$ cat config.mk
export PLATFORM = sky130hd
export DESIGN_NAME = srx_ctrl
export DESIGN_NICKNAME = d
export VERILOG_FILES = /design/src/rtl/srx_pkg.sv /design/src/rtl/srx_phase_timer.sv /design/src/rtl/srx_wr_lockout.sv /design/src/rtl/srx_fsm.sv /design/src/rtl/srx_ctrl.sv
export SDC_FILE = /design/constraint.sdc
export NUM_CORES = 1
export LEC_CHECK = 0
export BUFFER_PORTS_ARGS = -buffer_cell sky130_fd_sc_hd__buf_2
export CORE_MARGIN = 2
export CORE_UTILIZATION = 58
export CTS_BUF_LIST = sky130_fd_sc_hd__clkbuf_8
export DETAILED_ROUTE_END_ITERATION = 10
export GPL_TIMING_DRIVEN = 1
export MAX_ROUTING_LAYER = met4
export PLACE_DENSITY = 0.81
export SYNTH_ARGS = -nofsm -noshare
export SYNTH_HDL_FRONTEND = slang
export SYNTH_SLANG_ARGS = --single-unit
$ cat constraint.sdc
create_clock -name clk -period 2.1 [get_ports clk]
set_input_delay 0.315 -clock clk [delete_from_list [all_inputs] [get_ports clk]]
set_output_delay 0.315 -clock clk [all_outputs]
set_load 0.05 [all_outputs]
$ cat src/rtl/srx_pkg.sv
// Shared types for the self-refresh sequencer.
// Assumes a four-wire command bus ordered {cs_n, ras_n, cas_n, we_n}.
package srx_pkg;

    typedef logic [3:0] srx_cmd_t;

    localparam srx_cmd_t CMD_NOP  = 4'b0111;
    localparam srx_cmd_t CMD_DESL = 4'b1111;
    localparam srx_cmd_t CMD_SRE  = 4'b0001;

    typedef enum logic [3:0] {
        S_IDLE      = 4'd0,
        S_ODT_OFF   = 4'd1,
        S_ENTER     = 4'd2,
        S_POST_NOP  = 4'd3,
        S_STOP_WAIT = 4'd4,
        S_RESIDE    = 4'd5,
        S_RESTART   = 4'd6,
        S_EXIT      = 4'd7,
        S_XS_WAIT   = 4'd8
    } srx_state_e;

    function automatic int srx_max(input int a, input int b);
        return (a > b) ? a : b;
    endfunction

endpackage

$ cat src/rtl/srx_phase_timer.sv
// Saturating up-counter that times each phase of the sequence.
// Assumes: clr restarts the count at zero in the following cycle;
// the count stops at LIMIT.
module srx_phase_timer #(
    parameter int CW    = 4,
    parameter int LIMIT = 15
) (
    input  logic          clk,
    input  logic          rst_n,
    input  logic          clr,
    output logic [CW-1:0] cnt
);
    localparam logic [CW-1:0] CAP = CW'(LIMIT);

    // Count cycles since the last clear, holding at the cap.
    always_ff @(posedge clk) begin
        if (!rst_n)          cnt <= '0;
        else if (clr)        cnt <= '0;
        else if (cnt != CAP) cnt <= cnt + 1'b1;
    end
endmodule

$ cat src/rtl/srx_wr_lockout.sv
// Write lockout around self-refresh.
// Blocks writes while the device is in self-refresh (hold), and for
// WR_LOCK cycles starting with the exit cycle (start).
// Assumes start is a single-cycle pulse and WR_LOCK >= 1.
module srx_wr_lockout #(
    parameter int WR_LOCK = 512
) (
    input  logic clk,
    input  logic rst_n,
    input  logic hold,
    input  logic start,
    output logic wr_block
);
    localparam int LW = $clog2(WR_LOCK + 1);
    localparam logic [LW-1:0] RELOAD = LW'(WR_LOCK - 1);

    logic [LW-1:0] remain;

    // Load the remaining lockout at exit, then count it down to zero.
    always_ff @(posedge clk) begin
        if (!rst_n)              remain <= '0;
        else if (start)          remain <= RELOAD;
        else if (remain != '0)   remain <= remain - 1'b1;
    end

    assign wr_block = hold || start || (remain != '0);
endmodule

$ cat src/rtl/srx_fsm.sv
// Phase sequencer for self-refresh entry and exit.
// Walks: ODT off -> entry command -> NOP -> wait for clock stop ->
// residency -> clock restart -> exit -> exit-to-command wait.
// Assumes the phase timer is cleared on every entry into ODT_OFF,
// ENTER, RESTART and EXIT; it runs on through the entry chain and into
// XS_WAIT, so those windows are measured from ENTER and from EXIT.
// Assumes TCKSRE >= 3 and TXS >= 2 for exact window lengths.
module srx_fsm
    import srx_pkg::*;
#(
    parameter int CW       = 8,
    parameter int ODT_LEAD = 7,
    parameter int TCKSRE   = 5,
    parameter int TCKESR   = 4,
    parameter int TCKSRX   = 5,
    parameter int TXS      = 200
) (
    input  logic          clk,
    input  logic          rst_n,
    input  logic          sr_req,
    input  logic          entry_ok,
    input  logic [CW-1:0] cnt,
    output logic          cnt_clr,
    output logic          cke,
    output logic          ck_en,
    output srx_cmd_t      cmd,
    output logic          own,
    output logic          ack,
    output logic          sr_hold,
    output logic          exit_pulse
);
    localparam logic [CW-1:0] LEAD_LAST = CW'(ODT_LEAD - 1);
    localparam logic [CW-1:0] STOP_LAST = CW'(TCKSRE - 1);
    localparam logic [CW-1:0] RES_MIN   = CW'(TCKESR);
    localparam logic [CW-1:0] RUN_LAST  = CW'(TCKSRX - 1);
    localparam logic [CW-1:0] XS_LAST   = CW'(TXS - 1);

    srx_state_e state, state_n;

    // Register the current phase.
    always_ff @(posedge clk) begin
        if (!rst_n) state <= S_IDLE;
        else        state <= state_n;
    end

    // Choose the next phase from the request, idle check and phase timer.
    always_comb begin
        state_n = state;
        unique case (state)
            S_IDLE:      if (sr_req && entry_ok) state_n = S_ODT_OFF;
            S_ODT_OFF:   if (cnt >= LEAD_LAST)   state_n = S_ENTER;
            S_ENTER:                             state_n = S_POST_NOP;
            S_POST_NOP:                          state_n = S_STOP_WAIT;
            S_STOP_WAIT: if (cnt >= STOP_LAST)   state_n = S_RESIDE;
            S_RESIDE:    if (!sr_req && cnt >= RES_MIN) state_n = S_RESTART;
            S_RESTART:   if (cnt >= RUN_LAST)    state_n = S_EXIT;
            S_EXIT:                              state_n = S_XS_WAIT;
            S_XS_WAIT:   if (cnt >= XS_LAST)     state_n = S_IDLE;
            default:                             state_n = S_IDLE;
        endcase
    end

    // Restart the phase timer on phase changes that open a new window.
    always_comb begin
        cnt_clr = (state_n != state) &&
                  !(state_n inside {S_POST_NOP, S_STOP_WAIT, S_RESIDE, S_XS_WAIT});
    end

    // Drive device pins and handshake from the current phase.
    always_comb begin
        own        = (state != S_IDLE);
        cke        = !(state inside {S_ENTER, S_POST_NOP, S_STOP_WAIT, S_RESIDE, S_RESTART});
        ck_en      = (state != S_RESIDE);
        ack        = (state inside {S_RESIDE, S_RESTART, S_EXIT, S_XS_WAIT});
        sr_hold    = !cke;
        exit_pulse = (state == S_EXIT);
        unique case (state)
            S_ENTER:                          cmd = CMD_SRE;
            S_STOP_WAIT, S_RESIDE, S_RESTART: cmd = CMD_DESL;
            default:                          cmd = CMD_NOP;
        endcase
    end
endmodule

$ cat src/rtl/srx_ctrl.sv
// Self-refresh sequencer top level.
// Gates entry on bank idleness and the postponed-refresh limit. Owns
// the command bus, CKE, ODT and the clock gate for the whole
// excursion, and raises a write lockout after exit.
// Assumes postponed and bank_idle are synchronous to clk.
module srx_ctrl
    import srx_pkg::*;
#(
    parameter int ODTL         = 6,
    parameter int TCKSRE       = 5,
    parameter int TCKESR       = 4,
    parameter int TCKSRX       = 5,
    parameter int TXS          = 200,
    parameter int WR_LOCK      = 512,
    parameter int MAX_POSTPONE = 8,
    parameter int PW           = 4
) (
    input  logic          clk,
    input  logic          rst_n,
    input  logic          sr_req,
    output logic          sr_ack,
    input  logic          bank_idle,
    input  logic [PW-1:0] postponed,
    input  logic          odt_in,
    output logic          cke,
    output logic          odt,
    output logic          cs_n,
    output logic          ras_n,
    output logic          cas_n,
    output logic          we_n,
    output logic          cmd_own,
    output logic          ck_en,
    output logic          wr_block
);
    localparam int ODT_LEAD = ODTL + 1;
    localparam int CMAX = srx_max(srx_max(srx_max(ODT_LEAD, TCKSRE),
                                          srx_max(TCKESR, TCKSRX)), TXS);
    localparam int CW = $clog2(CMAX + 1);

    logic          entry_ok;
    logic          cnt_clr;
    logic [CW-1:0] cnt;
    logic          sr_hold;
    logic          exit_pulse;
    srx_cmd_t      cmd;

    assign entry_ok = bank_idle && (postponed <= PW'(MAX_POSTPONE));

    srx_phase_timer #(.CW(CW), .LIMIT(CMAX)) timer_i (
        .clk   (clk),
        .rst_n (rst_n),
        .clr   (cnt_clr),
        .cnt   (cnt)
    );

    srx_fsm #(
        .CW       (CW),
        .ODT_LEAD (ODT_LEAD),
        .TCKSRE   (TCKSRE),
        .TCKESR   (TCKESR),
        .TCKSRX   (TCKSRX),
        .TXS      (TXS)
    ) fsm_i (
        .clk        (clk),
        .rst_n      (rst_n),
        .sr_req     (sr_req),
        .entry_ok   (entry_ok),
        .cnt        (cnt),
        .cnt_clr    (cnt_clr),
        .cke        (cke),
        .ck_en      (ck_en),
        .cmd        (cmd),
        .own        (cmd_own),
        .ack        (sr_ack),
        .sr_hold    (sr_hold),
        .exit_pulse (exit_pulse)
    );

    srx_wr_lockout #(.WR_LOCK(WR_LOCK)) lock_i (
        .clk      (clk),
        .rst_n    (rst_n),
        .hold     (sr_hold),
        .start    (exit_pulse),
        .wr_block (wr_block)
    );

    assign odt = cmd_own ? 1'b0 : odt_in;
    assign {cs_n, ras_n, cas_n, we_n} = cmd;
endmodule

* Yosys cells after proc, flatten, opt, wreduce, memory -nomap -nowiden
Index checks and enable logic that the tools add are counted. Widths: inputs -> output; s select.
Storage, ports and cells: memories kept 0, register bits after elaboration 22, bits of input ports 9, memory bits (writable) 0, word-level logic and storage cells 56, bits in read-only memories 0, output and inout bits 10, latch bits 0
Cells by class: bitwise gates (word level) 1, $lt $le $gt $ge 4, equal/unequal tests 15, add/sub/neg operators 2, multiplexer cells 11, shifts and indexed selects 0, $mul 0, div/mod/pow operators 0, reduce and logical (&&, ||, !) cells 19
Operators by type and width (number):
- $pmux 4 s9 | 1
- $eq 4x3->1 const B | 6
- $mux 4 | 6
- $mux 9 | 2
- $ge 8x3->1 const B | 2
- $eq 4x2->1 const B | 3
- $reduce_bool 4->1 | 3
- $reduce_bool 10->1 | 1
- $sub 10x1->10 const B | 1
- $add 8x1->8 const B | 1
- $eq 4x4->1 const B | 2
- $ge 8x8->1 const B | 1
- $ne 8x8->1 const B | 1
- $pmux 4 s2 | 1
- $reduce_bool 5->1 | 1
- $eq 4x1->1 const B | 1
- $le 4x4->1 const B | 1
- $logic_and 1x1->1 | 4
- $logic_not 4->1 | 1
- $ne 4x3->1 const B | 1
- $ne 4x4->1 | 1
- $reduce_or 2->1 | 2
- $logic_not 1->1 | 3
- $reduce_or 3->1 | 1
- other kinds (4) | 5

* Logic depth before layout (Yosys ltp)
depth in word-level cells 10, gate-level depth with buffers 8, depth with buffers taken out 8

* By module
From an unflattened synthesis, not the netlist that was laid out.
Unflattened totals: cells, all modules 158, area total of the unflattened synthesis 1328.8 µm²
Modules (own cells, without submodules):
- srx_wr_lockout | times used 1, area each 493.0 µm², cells each 56, seq. area each 200.2 µm²
- srx_fsm | times used 1, area each 407.9 µm², cells each 52, seq. area each 80.1 µm²
- srx_phase_timer | times used 1, area each 407.9 µm², cells each 47, seq. area each 160.2 µm²
- srx_ctrl | times used 1, area each 20.0 µm², cells each 3, seq. area each 0.0 µm²

* Worst setup path after synthesis
No wires, ideal clock.
path type reg-to-reg, from register fsm_i.state[1], to register timer_i.cnt[2], arrival time 2.007 ns, buffers on the path 1, period minus slack after synthesis 2.142 ns, data required time 1.965 ns, cell stages (with the launch flop) 8, library setup time 0.135 ns, path slack -0.042 ns, cells stage by stage dfxtp_1 > buf_6 > nor2b_1 > nand2_1 > and4_4 > mux2_4 > o31ai_4 > nor4_1
On the way: word-level cells in the longest chain between the ends 7, elaborated cells between the ends (all ways) 25, those cells by class eq/ne: 13; mux: 7; reduce/logical: 5
RTL lines:
- start, declared | line srx_fsm.sv:38 | srx_state_e state, state_n;
- start signal, assigned | line srx_fsm.sv:43 | else state <= state_n;
- $eq 4x4->1, or another cell as far along | line srx_fsm.sv:49 | unique case (state)
- $pmux 4 s9 | line srx_fsm.sv:49
- $eq 4x2->1, or another cell as far along | line srx_fsm.sv:66 | !(state_n inside {S_POST_NOP, S_STOP_WAIT, S_RESIDE, S_XS_WAIT});
- $reduce_bool 4->1 | line srx_fsm.sv:66
- $logic_not 1->1 | line srx_fsm.sv:66
- $logic_and 1x1->1 (*) | line srx_fsm.sv:65 | cnt_clr = (state_n != state) &&
- $reduce_or 2->1 (no line) (*)
- end signal, assigned | line srx_phase_timer.sv:19 | else if (cnt != CAP) cnt <= cnt + 1'b1;
- end, declared | line srx_phase_timer.sv:11 | output logic [CW-1:0] cnt
Every way passes the cells marked *; elsewhere a longest branch is shown, timed or not. A chain may end at the register's enable or synchronous reset.

* Final worst setup path
from register lock_i.remain[5], to output port wr_block
On the way: word-level cells in the longest chain between the ends 2
RTL lines:
- start, declared | line srx_wr_lockout.sv:17 | logic [LW-1:0] remain;
- start signal, assigned | line srx_wr_lockout.sv:23 | else if (remain != '0) remain <= remain - 1'b1;
- $reduce_bool 10->1 | line srx_wr_lockout.sv:26 | assign wr_block = hold || start || (remain != '0);
- $logic_or 1x1->1 | line srx_wr_lockout.sv:26
- end, declared | line srx_ctrl.sv:33 | output logic wr_block
Every way passes these cells.

==> metrics.txt <==
Tot Pwr 1.635 mW; Max FO, Critical Path 4; Critical Path End Type output port; die area 2685 um^2; drt drc 0; status completed; largest cells by area after synthesis dfxtp_1, xnor2_1, a21oi_1; synthesized net count 163; post-synthesis register bit count 22; largest net degree at the start of global routing 14; worst r2r src fsm_i.state[0]$_SDFF_PN0_; DRT antenna net count 0; switching fraction of total power 33.29%; synth unique cells 51; clock root buffer clkbuf_8; final WL 2700 um; Top FF cell, synth dfxtp_1; Fmax achieved 0.4934 GHz; Synth warnings 0; Setup WS post-layout 0.07335 ns; WP data arrival 1.71 ns; core area 2191 um^2; Post-Synthesis Cell Area 1326 um^2; NumNets Final 189; Avg Cell Area, Syn 8.783 um^2; Worst Hold Class in2reg; Syn-to-layout area delta 18.11%; register area share after synthesis 33.21%; hpwl dp 2016 um; min-delay src rst_n; CP required 1.78 ns; port bufs 17; Multi-input gate area 799.5 um^2; Final Slew Violations 0; kind of critical path reg2out; EDFF count, synth 0; crit share post-route 96.51%; most common cell in the netlist dfxtp_1; total grt overflow 0; pre-CTS setup slack 0.02418 ns; DRT Pass-1 Iters 5; crit path time final 2.027 ns; first-pass GRT wire length 4712 um; placer congestion estimate 0.8086; chip height 51.82 um; maximum vdd drop 0.0007445 V; crit path from lock_i.remain[5]$_SDFFE_PN0P_; H-tree depth 1; ant diodes 0; initial DRC count 14; starting density of the core 60.54%; vias per cell 5.623; number of buffers created by CTS 3; final hold violations 0; Clk Latency, worst-skew pair 0.26 ns; hold_buf cts 0; Design Area, Final 1567 um^2; GRT Resource Usage Total 23.69%; clock slew at reported path FFs 0.08 ns; largest area contributor in the netlist dfxtp_1; Comb power frac 41.2%; kind of start point of the critical path register; Post-synth top cells dfxtp_1, a21oi_1, nor3_1, nand2_1, xnor2_1; # Max-Cap Violations 0; routed len/inst 13.24 um; NetSw 544.2 uW; static leakage 0.6314 nW; dpl cell area 1450 um^2; Cell Rows 17; via count of the first global-routing pass 1082; Cell Pwr Density 1044 nW/um^2; Die Span X 51.82 um; Post-Syn Instances 151; proportion of layout cells with a drive suffix above 1 29.55%; initial antenna violation count 0; CTS tree done; fill cell count 170; IO Pins 19; clock tree buffer depth 2; clk_skew 0.004283 ns; share of the synthesized area in the top cell type 33.21%; internal power 1.091 mW; clock sinks 22; via count 1147; clock network power share 24.3%; Reg power frac 34.5%; register area 441.7 um^2; Finish-stage setup viols 0; Synth async-reset ratio 0%
==> cell families (layout without fill, tap and decap cells) <==
family                     Yosys count  in the layout  synth area share [%]
AOI/OAI and AO/OA                   33             33                 16.51
xor gates and xnor gates            13             13                 8.585
adders and majority gates            3              3                 2.830
buffers and inverters               17             42                 7.264
DFF                                 22             22                 33.21
muxes                                4              4                 3.490
other                                1              1                0.2827
and+or+nand+nor                     58             58                 27.83
==> power groups by stage <==
stage | logic, mW | registers [mW] | clock network (mW)
global placement | 0.567 | 0.563 | 0
detailed placement | 0.586 | 0.569 | 0
global route | 0.736 | 0.574 | 0.422
CTS | 0.657 | 0.564 | 0.406
floorplan | 0.490 | 0.553 | 0
finish | 0.674 | 0.565 | 0.397
==> placed cells by master (no fill, tap or decap), types with 3 or more instances in the layout <==
cell type,synthesis,routed
nand2_1,9,8
dfxtp_1,22,21
nor2_1,8,8
xor2_1,4,4
or2_2,3,3
ha_1,3,3
buf_4,2,13
o21ai_0,4,4
buf_2,2,16
nor4_1,4,4
nand2b_1,3,3
clkbuf_8,0,3
xnor2_1,9,9
nor3_1,10,9
inv_1,8,7
a21oi_1,13,13
==> routing by layer <==
layer / global-route usage [%] / routed length [um] / part of all wire, %
met5: - / 0 / 0
met4: 9.649 / 51 / 1.9
met3: 4.023 / 62 / 2.3
met2: 38.61 / 1279 / 47
met1: 29.03 / 1306 / 48
==> critical path, stage by stage, from the launching register on <==
cell and delay, ns:
dfxtp_1 0.35, or4_4 0.55, nor4_4 0.28, nand2_1 0.10, buf_6 0.17
==> state kept, by name, indices dropped and copies added (netlist names) <==
register,count
fsm_i.state,4
lock_i.remain,10
timer_i.cnt,8
==> stage by stage <==
| stage | utilization [%] | std cells | setup TNS, ns | hold slack (ns) |
|---|---|---|---|---|
| final | 71.50 | 204 | 0 | 0.3630 |
| after global routing | 71.50 | 204 | -0.003051 | 0.3792 |
| after CTS | 70.59 | 202 | 0 | 0.3583 |
| after detailed placement | 66.19 | 196 | 0 | 0.5083 |
| after global placement | 66.19 | 196 | 0 | 0.4944 |
| after floorplan | - | 151 | 0 | 0.4441 |
==> repair_timing <==
item                                    CTS  global route
endpoints found under the setup margin    2            11
gates resized for setup                   5             1
endpoints found under the hold margin     0             0
setup buffers                             2             2
pin swaps                                 2             3
==> worst paths after layout <==
path                                                       to  slack [ns]  cells after the start
worst max-delay path                                 wr_block        0.07                      4
worst min-delay path                fsm_i.state[2]$_SDFF_PN0_        0.36                      3
worst max register to register    timer_i.cnt[2]$_SDFFE_PP0P_        0.13                      8
worst min register to register  lock_i.remain[3]$_SDFFE_PN0P_        0.52                      2
==> area by class of cell <==
| cell class | count | share of cell area [%] |
|---|---|---|
| Clock buffer | 3 | 2.636 |
| Clock inverter | 1 | 1.917 |
| Inverter | 8 | 1.917 |
| Multi-Input combinational cell | 112 | 51.04 |
| Sequential cell | 22 | 28.19 |
| Tap cell | 28 | 2.236 |
| Timing Repair Buffer | 30 | 12.06 |
Power figures use the tool's default switching activity.
